<file path="src/rtl/disp_scan.sv">
module disp_scan #(
  parameter int INT_HALF  = 16,
  parameter int FRAME_LEN = 512,
  parameter int PRESCALE  = 8,
  localparam int SCAN_W   = $clog2(FRAME_LEN),
  localparam int IC_W     = (INT_HALF > 1) ? $clog2(INT_HALF) : 1,
  localparam int PS_W     = $clog2(PRESCALE)
) (
  input  logic              clk,
  input  logic              rst_n,
  input  logic              awake,
  input  logic              use_ext,
  input  logic              div8,
  input  logic              ext_osc,
  output logic              osc_out,
  output logic              disp_tick,
  output logic [SCAN_W-1:0] scan_pos,
  output logic              frame_done
);

  logic [IC_W-1:0] int_cnt;
  logic            int_lvl;
  logic            int_tick;
  logic [2:0]      ext_sh;
  logic            ext_rise;
  logic [PS_W-1:0] ps_cnt;
  logic            div8_q;
  logic            ext_tick;

  // internal oscillator: square wave, half period INT_HALF clocks
  assign int_tick = awake && !int_lvl && (int_cnt == IC_W'(INT_HALF - 1));

  always_ff @(posedge clk) begin
    if (!rst_n || !awake) begin
      int_cnt <= '0;
      int_lvl <= 1'b0;
    end else if (int_cnt == IC_W'(INT_HALF - 1)) begin
      int_cnt <= '0;
      int_lvl <= !int_lvl;
    end else begin
      int_cnt <= int_cnt + 1'b1;
    end
  end

  assign osc_out = int_lvl;

  // external input: two-flop synchroniser plus edge detector
  always_ff @(posedge clk) begin
    if (!rst_n) ext_sh <= '0;
    else        ext_sh <= {ext_sh[1:0], ext_osc};
  end

  assign ext_rise = ext_sh[1] && !ext_sh[2];

  // prescaler restarts on any div8 change or on sleep
  always_ff @(posedge clk) begin
    if (!rst_n) div8_q <= 1'b0;
    else        div8_q <= div8;
  end

  always_ff @(posedge clk) begin
    if (!rst_n || !awake || (div8 != div8_q)) ps_cnt <= '0;
    else if (div8 && ext_rise)                ps_cnt <= ps_cnt + 1'b1;
  end

  assign ext_tick  = ext_rise && (!div8 || ps_cnt == PS_W'(PRESCALE - 1))
                     && (div8 == div8_q);
  assign disp_tick = awake && (use_ext ? ext_tick : int_tick);

  // frame counter
  always_ff @(posedge clk) begin
    if (!rst_n || !awake) begin
      scan_pos   <= '0;
      frame_done <= 1'b0;
    end else begin
      frame_done <= disp_tick && (scan_pos == SCAN_W'(FRAME_LEN - 1));
      if (disp_tick)
        scan_pos <= (scan_pos == SCAN_W'(FRAME_LEN - 1)) ? '0 : scan_pos + 1'b1;
    end
  end

endmodule


</file>
<file path="config.mk">
export PLATFORM = sky130hd
export DESIGN_NAME = disp_scan
export DESIGN_NICKNAME = d
export VERILOG_FILES = /design/src/rtl/disp_scan.sv
export SDC_FILE = /design/constraint.sdc
export NUM_CORES = 1
export LEC_CHECK = 0
export BUFFER_PORTS_ARGS = -buffer_cell sky130_fd_sc_hd__buf_2
export CAP_MARGIN = 5
export CORE_MARGIN = 2
export CORE_UTILIZATION = 45
export DETAILED_ROUTE_END_ITERATION = 7
export GPL_TIMING_DRIVEN = 0
export HOLD_SLACK_MARGIN = 0.06
export PLACE_DENSITY = 0.73
export SETUP_SLACK_MARGIN = 0.02
export SYNTH_ARGS = -nofsm -noshare
export SYNTH_HDL_FRONTEND = slang
export SYNTH_SLANG_ARGS = --single-unit
</file>
<file path="constraint.sdc">
create_clock -name clk -period 5.3 [get_ports clk]
set_input_delay 1.06 -clock clk [delete_from_list [all_inputs] [get_ports clk]]
set_output_delay 1.06 -clock clk [all_outputs]
set_load 0.05 [all_outputs]
</file>
Word-level counts from Yosys, hierarchy flattened
Cells that the tools add are included.

Bits in registers: 22. Input bits: 6. Word-level logic and storage cells: 34.

Add/sub/neg operators: 3. Equal/unequal tests: 5. Mux-type cells: 2. Reduce and logical (&&, ||, !) cells: 17.

Operators with widths (count): adder 9 x 1 -> 9 bit (second input constant) (1); equality test 9 bit (second input constant) (1); two-way mux 9 bit (1); logical AND 1 bit (8); logical NOT 1 bit (5); adder 4 x 1 -> 4 bit (second input constant) (1); equality test 4 bit (second input constant) (1); adder 3 x 1 -> 3 bit (second input constant) (1); equality test 3 bit (second input constant) (1); logical OR 1 bit (3); OR reduction 2 bit (1); equality test 1 bit (1); two-way mux 1 bit (1); != test 1 bit (1).

Longest topological paths before layout
Gate-level depths: netlist of the first run.

Word-level depth: 7. Gate-level depth with buffers: 9. Mapped depth without buffers: 8.

Worst setup path before layout of the first run
OpenSTA, ideal clock, no wires.

Path kind: input to output. Start: input port div8. End: output port disp_tick. Data arrival time: 1.960 ns. Slack: 2.280 ns. Stages on the path: 4. Cell sequence: and3_1 o2111ai_2 buf_2 nand2_1.

Longest elaborated chain between the ends: 6. Elaborated cells on any way between the ends: 7. Those cells by class: 1 x eq/ne; 1 x mux; 5 x reduce/logical.

RTL lines: start: declaration (line 13) `input logic div8,`; logical NOT 1 bit (line 66) `assign ext_tick = ext_rise && (!div8 || ps_cnt == PS_W'(PRESCALE - 1))`; logical OR 1 bit (line 66); logical AND 1 bit (line 66); logical AND 1 bit * (line 67) `&& (div8 == div8_q);`; two-way mux 1 bit * (line 68) `assign disp_tick = awake && (use_ext ? ext_tick : int_tick);`; logical AND 1 bit * (line 68); end: declaration (line 16) `output logic disp_tick,`.

Mark *: on every way between the ends. The rest lies on a longest branch, timed or not.

Final worst setup path of the first run
Ends and elaborated chain as after synthesis.

==> impl_metrics.ini, run 1 <==
[clock_network]
clock_sinks = 22
clock_path_buffers = 2
cts_inserted_buffers = 3
ctsHoldBuffers = 0
cts_resized = 0
cts-root-buf = clkbuf_4
post_cts_buffers = 0
clk_latency_ps = 330
htreeDepth = 1
cts_tree = done
cts.clk_slew.worst_paths_ps = 130

[setup_path]
reg2reg_slack_ps = 3000
reg2reg_from = scan_pos[0]
crit_top_cell = buf_2
r2r-end = scan_pos[4]
critPathMaxStageDelay_ps = 270
required_ps = 4240
end_kind = output pin
arrival_ps = 2220
path_cells = buf_2, and3_1, o2111ai_2, buf_2, nand2_1, buf_2
path_max_fanout = 10
critical_path_class = in -> out
r2r_cells = 9
crit_slowest_cell = buf_2
start_kind = input pin

[power]
intPower_uw = 248.2
switchingPower_uw = 63.32
pwr-share-comb_pct = 3.6
vdd_drop_max_mv = 0.1878
p_per_area_nw_per_um2 = 255.1
pwr-share-seq_pct = 54.1
p_leak_nw = 0.5066
swShare_pct = 20.32
clockPowerShare_pct = 42.2

[timing]
period_needed_ps = 3277
setup_tns_ps = 0
slew_violations = 0
setup_violations = 0
slew_headroom_pct = 66.89
fmax_mhz = 305.1
rsz0062_at_grt = no
timing_hold_violations_final = 0
post-route-period-util_pct = 61.83
tightest_slew_ps = 496.6
finClkSkew_ps = 11.03

[detailed_routing]
drt_first_pass_iters = 4
drtAntennaViolNets = 0
routedWlPerCell_um = 12.95
drt_wl_total_um = 2202
vias_per_cell = 5.571
drtIter0Drc = 23
post-route-drc-count = 0
num_vias = 947

[grt]
grt_pass1_vias = 905
grt_max_degree = 14
track_usage_pct = 19.90
grt_pass1_wl_um = 3988
antenna_found_initial = 0
grt.overflow.total = 0

[run]
cap_violations = 0

[synthesis]
netlist.area_leader.share_pct = 42.00
netlist_area_um2 = 1049
synth_area_leaders = dfxtp_1 42%, a21oi_1 6.2%, ha_1 6.0%
synth_top_area_cell = dfxtp_1
synth_cell_types = 33
synth-seq-cells = 22
seq_area_frac_synth_pct = 42.00
synth_cells = 121
syn-num-nets = 132
yosysWarnings = 0
syn_area_per_cell_um2 = 8.665

[cells_and_area]
diodes = 0
final_cell_mix = 22 x dfxtp_1, 19 x buf_2, 13 x a21oi_1
area_growth_pct = 16.47
fin_nets = 154
fin_cells = 170
final_common_cell = dfxtp_1
drive_gt1_share_pct = 17.61

[floorplanning]
fp-row-count = 17
die_h_um = 52.27
ios = 18
initial_utilization_pct = 47.40
die_area_um2 = 2732
core_um2 = 2212
die_x_um = 52.27

[hold_path]
worstHoldStart = ext_sh[0]
min_path_type = reg -> reg
holdPathStages = 1
hold_end = ext_sh[1]

[placed_design]
globalplace.congestion = 0.8015
dp_cells = 166
place_hpwl_um = 1612
portBuffers = 17

[outcome]
outcome = finished clean
## cell type report
cell class	count	area, µm²
fillers	219	991.0
multi-input cells	89	564.3
flip-flops and latches	22	440.4
repair buffers	17	85.08
well taps	28	35.03
clock inverters	1	30.03
plain buffers	6	28.78
clock buffers	3	22.52
inverters	4	15.01
## metal layers
metal  part of all wire (%)  global-route usage (%)  vias to the layer above  routed length (µm)
met4                    2.4                   10.26                        0                  53
li1                       -                       -                      487                   -
met3                    4.4                   2.571                        5                  97
met5                      0                       0                        -                   0
met2                     44                   31.86                       21                 978
met1                     49                   26.06                      434                1072
## worst max-delay path by stage
stage                     startpoint         to  slack, ps  depth (start not counted)
after global placement          div8  disp_tick       2030                          6
after CTS                       div8  disp_tick       2010                          6
after global routing            div8  disp_tick       1940                          6
after floorplan                 div8  disp_tick       2280                          4
final                           div8  disp_tick       2020                          6
after detailed placement        div8  disp_tick       2010                          6
## synth_stat cells
master     count
a2111o_1       1
a211o_1        1
a211oi_1       1
a21oi_1       13
a311oi_1       1
a31oi_1        4
a32oi_1        1
and2_0         1
and2_1         7
and2b_1        1
and3_1         7
buf_2          2
buf_4          1
clkbuf_1       3
dfxtp_1       22
ha_1           5
inv_1          4
nand2_1        8
nand3_1        6
nand4_1        1
nand4b_1       1
nor2_1         9
nor2b_1        1
nor3_1         1
nor3b_1        4
o2111a_1       1
o2111ai_1      1
o2111ai_2      1
o211ai_1       3
o21ai_0        5
o22ai_1        1
xnor2_1        2
xor2_1         1
## critical path: cells and delay by family
| family | cells | cell delay (ps) |
|---|---|---|
| AO/OA/AOI/OAI | 1 | 240 |
| buffers and inverters | 3 | 620 |
| AND/OR/NAND/NOR | 2 | 290 |
## through the flow
stage | total power, mW | util (%) | instance area, µm² | worst slack [ps] | hold WS (ps)
4_1_cts | 0.3130 | 55.20 | 1221 | 2012 | 452.3
6_report | 0.3115 | 55.20 | 1221 | 2023 | 449.5
2_1_floorplan | 0.1785 | - | 1049 | 2280 | 411.8
3_3_place_gp | 0.1835 | 52.83 | 1169 | 2033 | 413.8
3_5_place_dp | 0.1837 | 52.83 | 1169 | 2014 | 419.1
5_1_grt | 0.3187 | 55.20 | 1221 | 1937 | 457.6
## flip-flops by register name, indices dropped and copies added (netlist names)
register / cells
scan_pos: 9
div8_q: 1
osc_out: 1
frame_done: 1
ps_cnt: 3
ext_sh: 3
int_cnt: 4
## cell families (layout without fill, tap and decap cells)
logic type,count (synthesis),after routing,synth area share (%)
AO/OA/AOI/OAI,34,34,21.36
XOR/XNOR,3,3,2.506
adder cells (fa/ha/maj),5,5,5.967
buffers and inverters,10,31,4.176
flip-flops,22,22,42.00
AND/OR/NAND/NOR,47,47,23.99
## power by group through the flow
stage               clock [mW]  combinational [mW]  sequential (mW)
floorplan                    0             0.00631            0.172
global placement             0              0.0112            0.172
detailed placement           0              0.0114            0.172
CTS                      0.133              0.0115            0.169
global route             0.137              0.0131            0.169
finish                   0.131              0.0114            0.169
(Power assumes the default switching activity.)
==> run 2: changes to the inputs <==
Settings changed: PLACE_DENSITY 0.73 to 0.76.
Clock period 5.3 ns to 2.6 ns, I/O delays scaled along.
==> impl_metrics.ini, run 2 (synthesis gave the netlist of run 1 again) <==
[clock_network]
htreeDepth = 1
ctsHoldBuffers = 0
clock_sinks = 22
cts-root-buf = clkbuf_4
cts.clk_slew.worst_paths_ps = 110
cts_tree = done
clk_latency_ps = 310
cts_inserted_buffers = 3
clock_path_buffers = 2

[grt]
grt_use_met2_pct = 29.75
top_usage_layer = met2
grt.overflow.total = 0
track_usage_pct = 18.42
grt_pass1_vias = 918
grt_pass1_wl_um = 3795
met1_usage_pct = 22.99
grt_max_degree = 12
gr-usage-met3_pct = 2.857
antenna_found_initial = 0

[cells_and_area]
area_growth_pct = 14.20
final_common_cell = dfxtp_1
final_cell_mix = 22 x dfxtp_1, 18 x buf_2, 13 x a21oi_1
seq_area_um2 = 440.4
regMostFlops = scan_pos
drive_gt1_share_pct = 17.02
fin_nets = 154
fillCellCount = 222
top_regs = scan_pos: 9 flops, int_cnt: 4 flops
largest_reg_flops = 9
diodes = 0
multi_input_area_um2 = 564.3

[detailed_routing]
num_vias = 974
drtAntennaViolNets = 0
vias_per_cell = 5.763
drt_first_pass_iters = 5
drt_wl_total_um = 2171
routedWlPerCell_um = 12.85
post-route-drc-count = 0
drtIter0Drc = 20

[placed_design]
portBuffers = 17
place_hpwl_um = 1601
globalplace.congestion = 0.8442

[floorplanning]
fp-row-count = 17
die_area_um2 = 2732
die_x_um = 52.27
core_um2 = 2212
initial_utilization_pct = 47.40
ios = 18
die_h_um = 52.27

[timing]
tightest_slew_ps = 474.4
setup_violations = 0
setup_tns_ps = 0
post-route-period-util_pct = 92.97
period_needed_ps = 2417
timing_hold_violations_final = 0
rsz0062_at_grt = no
finClkSkew_ps = 6.725
fmax_mhz = 413.7
slew_headroom_pct = 68.37
slew_violations = 0

[run]
cap_violations = 0

[setup_path]
arrival_ps = 1900
start_kind = register
required_ps = 2080
path_cells = ha_1, ha_1, and3_1, o2111ai_2, buf_6, nand2_1, buf_2
path_max_fanout = 10
crit_slowest_cell = dfxtp_1
critical_path_class = reg -> out
end_kind = output pin
critPathMaxStageDelay_ps = 340
crit_top_cell = ha_1

[power]
power_uw = 516.4
p_leak_nw = 0.4961
vdd_drop_max_mv = 0.2685
p_per_area_nw_per_um2 = 431.2

[hold_path]
min_path_type = in -> reg

[outcome]
outcome = finished clean
## run 2: metal layers
layer	vias to the layer above	share of wire (%)
met5	-	0
met4	0	2.6
met3	7	5.8
met2	37	44
met1	444	47
li1	486	-
## run 2: critical path, delay by kind of cell, from the launching register on
| family | cells | cell delay (ps) |
|---|---|---|
| simple gates | 2 | 270 |
| flops | 1 | 340 |
| compound gates | 1 | 230 |
| fa+ha+maj | 2 | 370 |
| buf+inv | 2 | 390 |
## run 2: repair_timing
item / 4_1_cts / 5_1_grt
setup endpoints to repair: 0 / 1
endpoints found under the hold margin: 0 / 0
gates resized for setup: 0 / 3
buffers inserted: 0 / 0
## run 2: through the flow
stage,hold slack [ps],instance area (µm²),utilization (%),instances,worst slack [ps]
after floorplan,411.8,1049,-,121,266.9
after global placement,420.8,1169,52.83,166,418.5
after detailed placement,432.9,1169,52.83,166,353.0
after CTS,433.0,1191,53.85,169,67.96
after global routing,426.5,1197,54.13,169,23.62
final,429.0,1197,54.13,169,182.7
## run 2: power by group
group,leakage (nW),switching [mW],internal (mW)
Sequential,0.178,0.00270,0.341
Clock,0.0138,0.0944,0.0542
Combinational,0.304,0.0153,0.00854
Total,0.496,0.112,0.404
## run 2: final timing paths
check | from | end | slack [ps] | cells past startpoint
max | ps_cnt[0] | disp_tick | 180 | 7
min reg2reg | ext_sh[0] | ext_sh[1] | 450 | 1
max reg2reg | scan_pos[0] | scan_pos[5] | 270 | 9
min | ext_osc | ext_sh[0] | 430 | 2
## run 2: cell type report
cell class              instances  area share, %
multi-input cells              89          47.13
flip-flops and latches         22          36.78
repair buffers                 17          7.106
plain buffers                   6          2.926
well taps                      28          2.926
clock buffers                   3          1.881
inverters                       4          1.254
==> run 3: changes to the inputs <==
Settings changed: ABC_AREA set to 1, HOLD_SLACK_MARGIN 0.06 to 0.12.
==> impl_metrics.ini, run 3 <==
[clock_network]
ctsHoldBuffers = 0
clock_path_buffers = 2
cts_tree = done
cts_inserted_buffers = 3
cts.clk_slew.worst_paths_ps = 120
htreeDepth = 1
clock_sinks = 22
clk_latency_ps = 310
post_cts_buffers = 0
cts-root-buf = clkbuf_4
cts_resized = 0

[detailed_routing]
drtAntennaViolNets = 0
vias_per_cell = 4.854
drt_wl_total_um = 2080
wl_met1_um = 918
wl_met3_um = 125
num_vias = 1000
met2_wirelength_um = 1021
drtIter0Drc = 10
post-route-drc-count = 0
drt_first_pass_iters = 4
routedWlPerCell_um = 10.10
top_layer_used = met4

[power]
clockPowerShare_pct = 39.8
intPower_uw = 514.6
switchingPower_uw = 149.4
pwr-share-seq_pct = 52.3
p_per_area_nw_per_um2 = 532.3
pwr-share-comb_pct = 7.9
p_leak_nw = 0.6585
swShare_pct = 22.50
vdd_drop_max_mv = 0.5584

[floorplanning]
initial_utilization_pct = 48.12
ios = 18
fp-row-count = 17
die_h_um = 52.87
core_um2 = 2233
die_area_um2 = 2795
die_x_um = 52.87

[placed_design]
place_area_um2 = 1195
portBuffers = 17
place_hpwl_um = 1551
globalplace.congestion = 0.7992

[run]
cap_violations = 0

[timing]
tightest_slew_ps = 311.4
setup_tns_ps = 0
rsz0062_at_grt = no
finClkSkew_ps = 3.249
slew_violations = 0
post-route-period-util_pct = 93.50
setup_violations = 0
slew_headroom_pct = 79.11
period_needed_ps = 2431
fmax_mhz = 411.3
timing_hold_violations_final = 0

[setup_path]
critical_path_class = reg -> out
end_kind = output pin
arrival_ps = 1910
start_kind = register
path_max_fanout = 10
required_ps = 2080

[synthesis]
synth_top_area_cell = dfxtp_1
synth_edf_count = 0
syn_area_per_cell_um2 = 6.846
synth_area_leaders = dfxtp_1 41%, nand2_1 14%, inv_1 10%
yosysWarnings = 0
synth-seq-cells = 22
syn-num-nets = 168
netlist.area_leader.share_pct = 40.98
yosysMostFrequentCell = nand2_1
synth_cells = 157
async_flop_share_pct = 0
synth_common_cells = 40 x nand2_1, 29 x inv_1, 23 x nor2_1, 22 x dfxtp_1, 14 x nand3_1
seq_area_frac_synth_pct = 40.98
synthFlopType = dfxtp_1
synth_cell_types = 20
netlist_area_um2 = 1075

[grt]
grt.overflow.total = 0
grt_pass1_wl_um = 3670
antenna_found_initial = 0
grt_max_degree = 14
track_usage_pct = 17.93
grt_pass1_vias = 947

[cells_and_area]
area_growth_pct = 16.07
regMostFlops = scan_pos
seq_area_um2 = 440.4
final_common_cell = nand2_1
fin_nets = 190
multi_input_area_um2 = 518.0
fillCellCount = 217
design_area_um2 = 1247
final_cell_mix = 40 x nand2_1, 29 x inv_1, 23 x nor2_1
drive_gt1_share_pct = 15.17
top_regs = scan_pos: 9 flops, int_cnt: 4 flops
diodes = 0
largest_reg_flops = 9

[hold_path]
min_path_type = in -> reg

[outcome]
outcome = finished clean
==> run 3: cells by family after synthesis <==
logic type      share of synthesized area (%)
xor+xnor                                1.630
buf+inv                                 10.83
compound gates                          6.636
simple gates                            34.11
flops                                   40.98
fa+ha+maj                               5.821
==> run 3: stage by stage <==
stage	cells	setup slack, ps	utilization, %	power [mW]	hold WS, ps
6_report	206	168.9	55.85	0.6641	386.4
5_1_grt	206	38.61	55.85	0.6949	375.5
3_5_place_dp	202	509.9	53.50	0.4072	415.6
3_3_place_gp	202	542.4	53.50	0.4049	405.5
4_1_cts	206	171.5	55.85	0.6701	382.8
2_1_floorplan	157	754.6	-	0.3923	390.0
==> run 3: final timing paths <==
kind	start	endpoint	slack, ps	cells past startpoint
setup reg to reg	scan_pos[1]	scan_pos[3]	920	9
hold reg to reg	ext_sh[0]	ext_sh[1]	440	2
setup / recovery	int_cnt[0]	disp_tick	170	6
hold / removal	ext_osc	ext_sh[0]	390	3
==> run 3: worst max-delay path, cell delays in order, from the launching register on <==
cell	delay [ps]
dfxtp_1	370
ha_1	230
nand4_2	170
a21oi_4	320
nand2_4	140
inv_2	100
buf_2	260
==> run 3: layer usage <==
metal | up-vias | track usage [%]
li1 | 525 | -
met1 | 443 | 19.69
met2 | 30 | 33.33
met3 | 2 | 5.650
met4 | 0 | 3.846
met5 | - | 0
==> run 3: final cells by class <==
cell class,count,share of cell area [%]
multi-input cells,104,41.52
well taps,28,2.808
flip-flops and latches,22,35.31
clock inverters,1,2.407
inverters,31,9.328
clock buffers,3,1.805
repair buffers,17,6.820
==> run 3: power by group through the flow <==
stage | clock network, mW | logic [mW] | registers, mW
finish | 0.264 | 0.0525 | 0.347
global route | 0.286 | 0.0602 | 0.348
CTS | 0.270 | 0.0524 | 0.348
detailed placement | 0 | 0.0522 | 0.355
global placement | 0 | 0.0503 | 0.355
floorplan | 0 | 0.0318 | 0.361
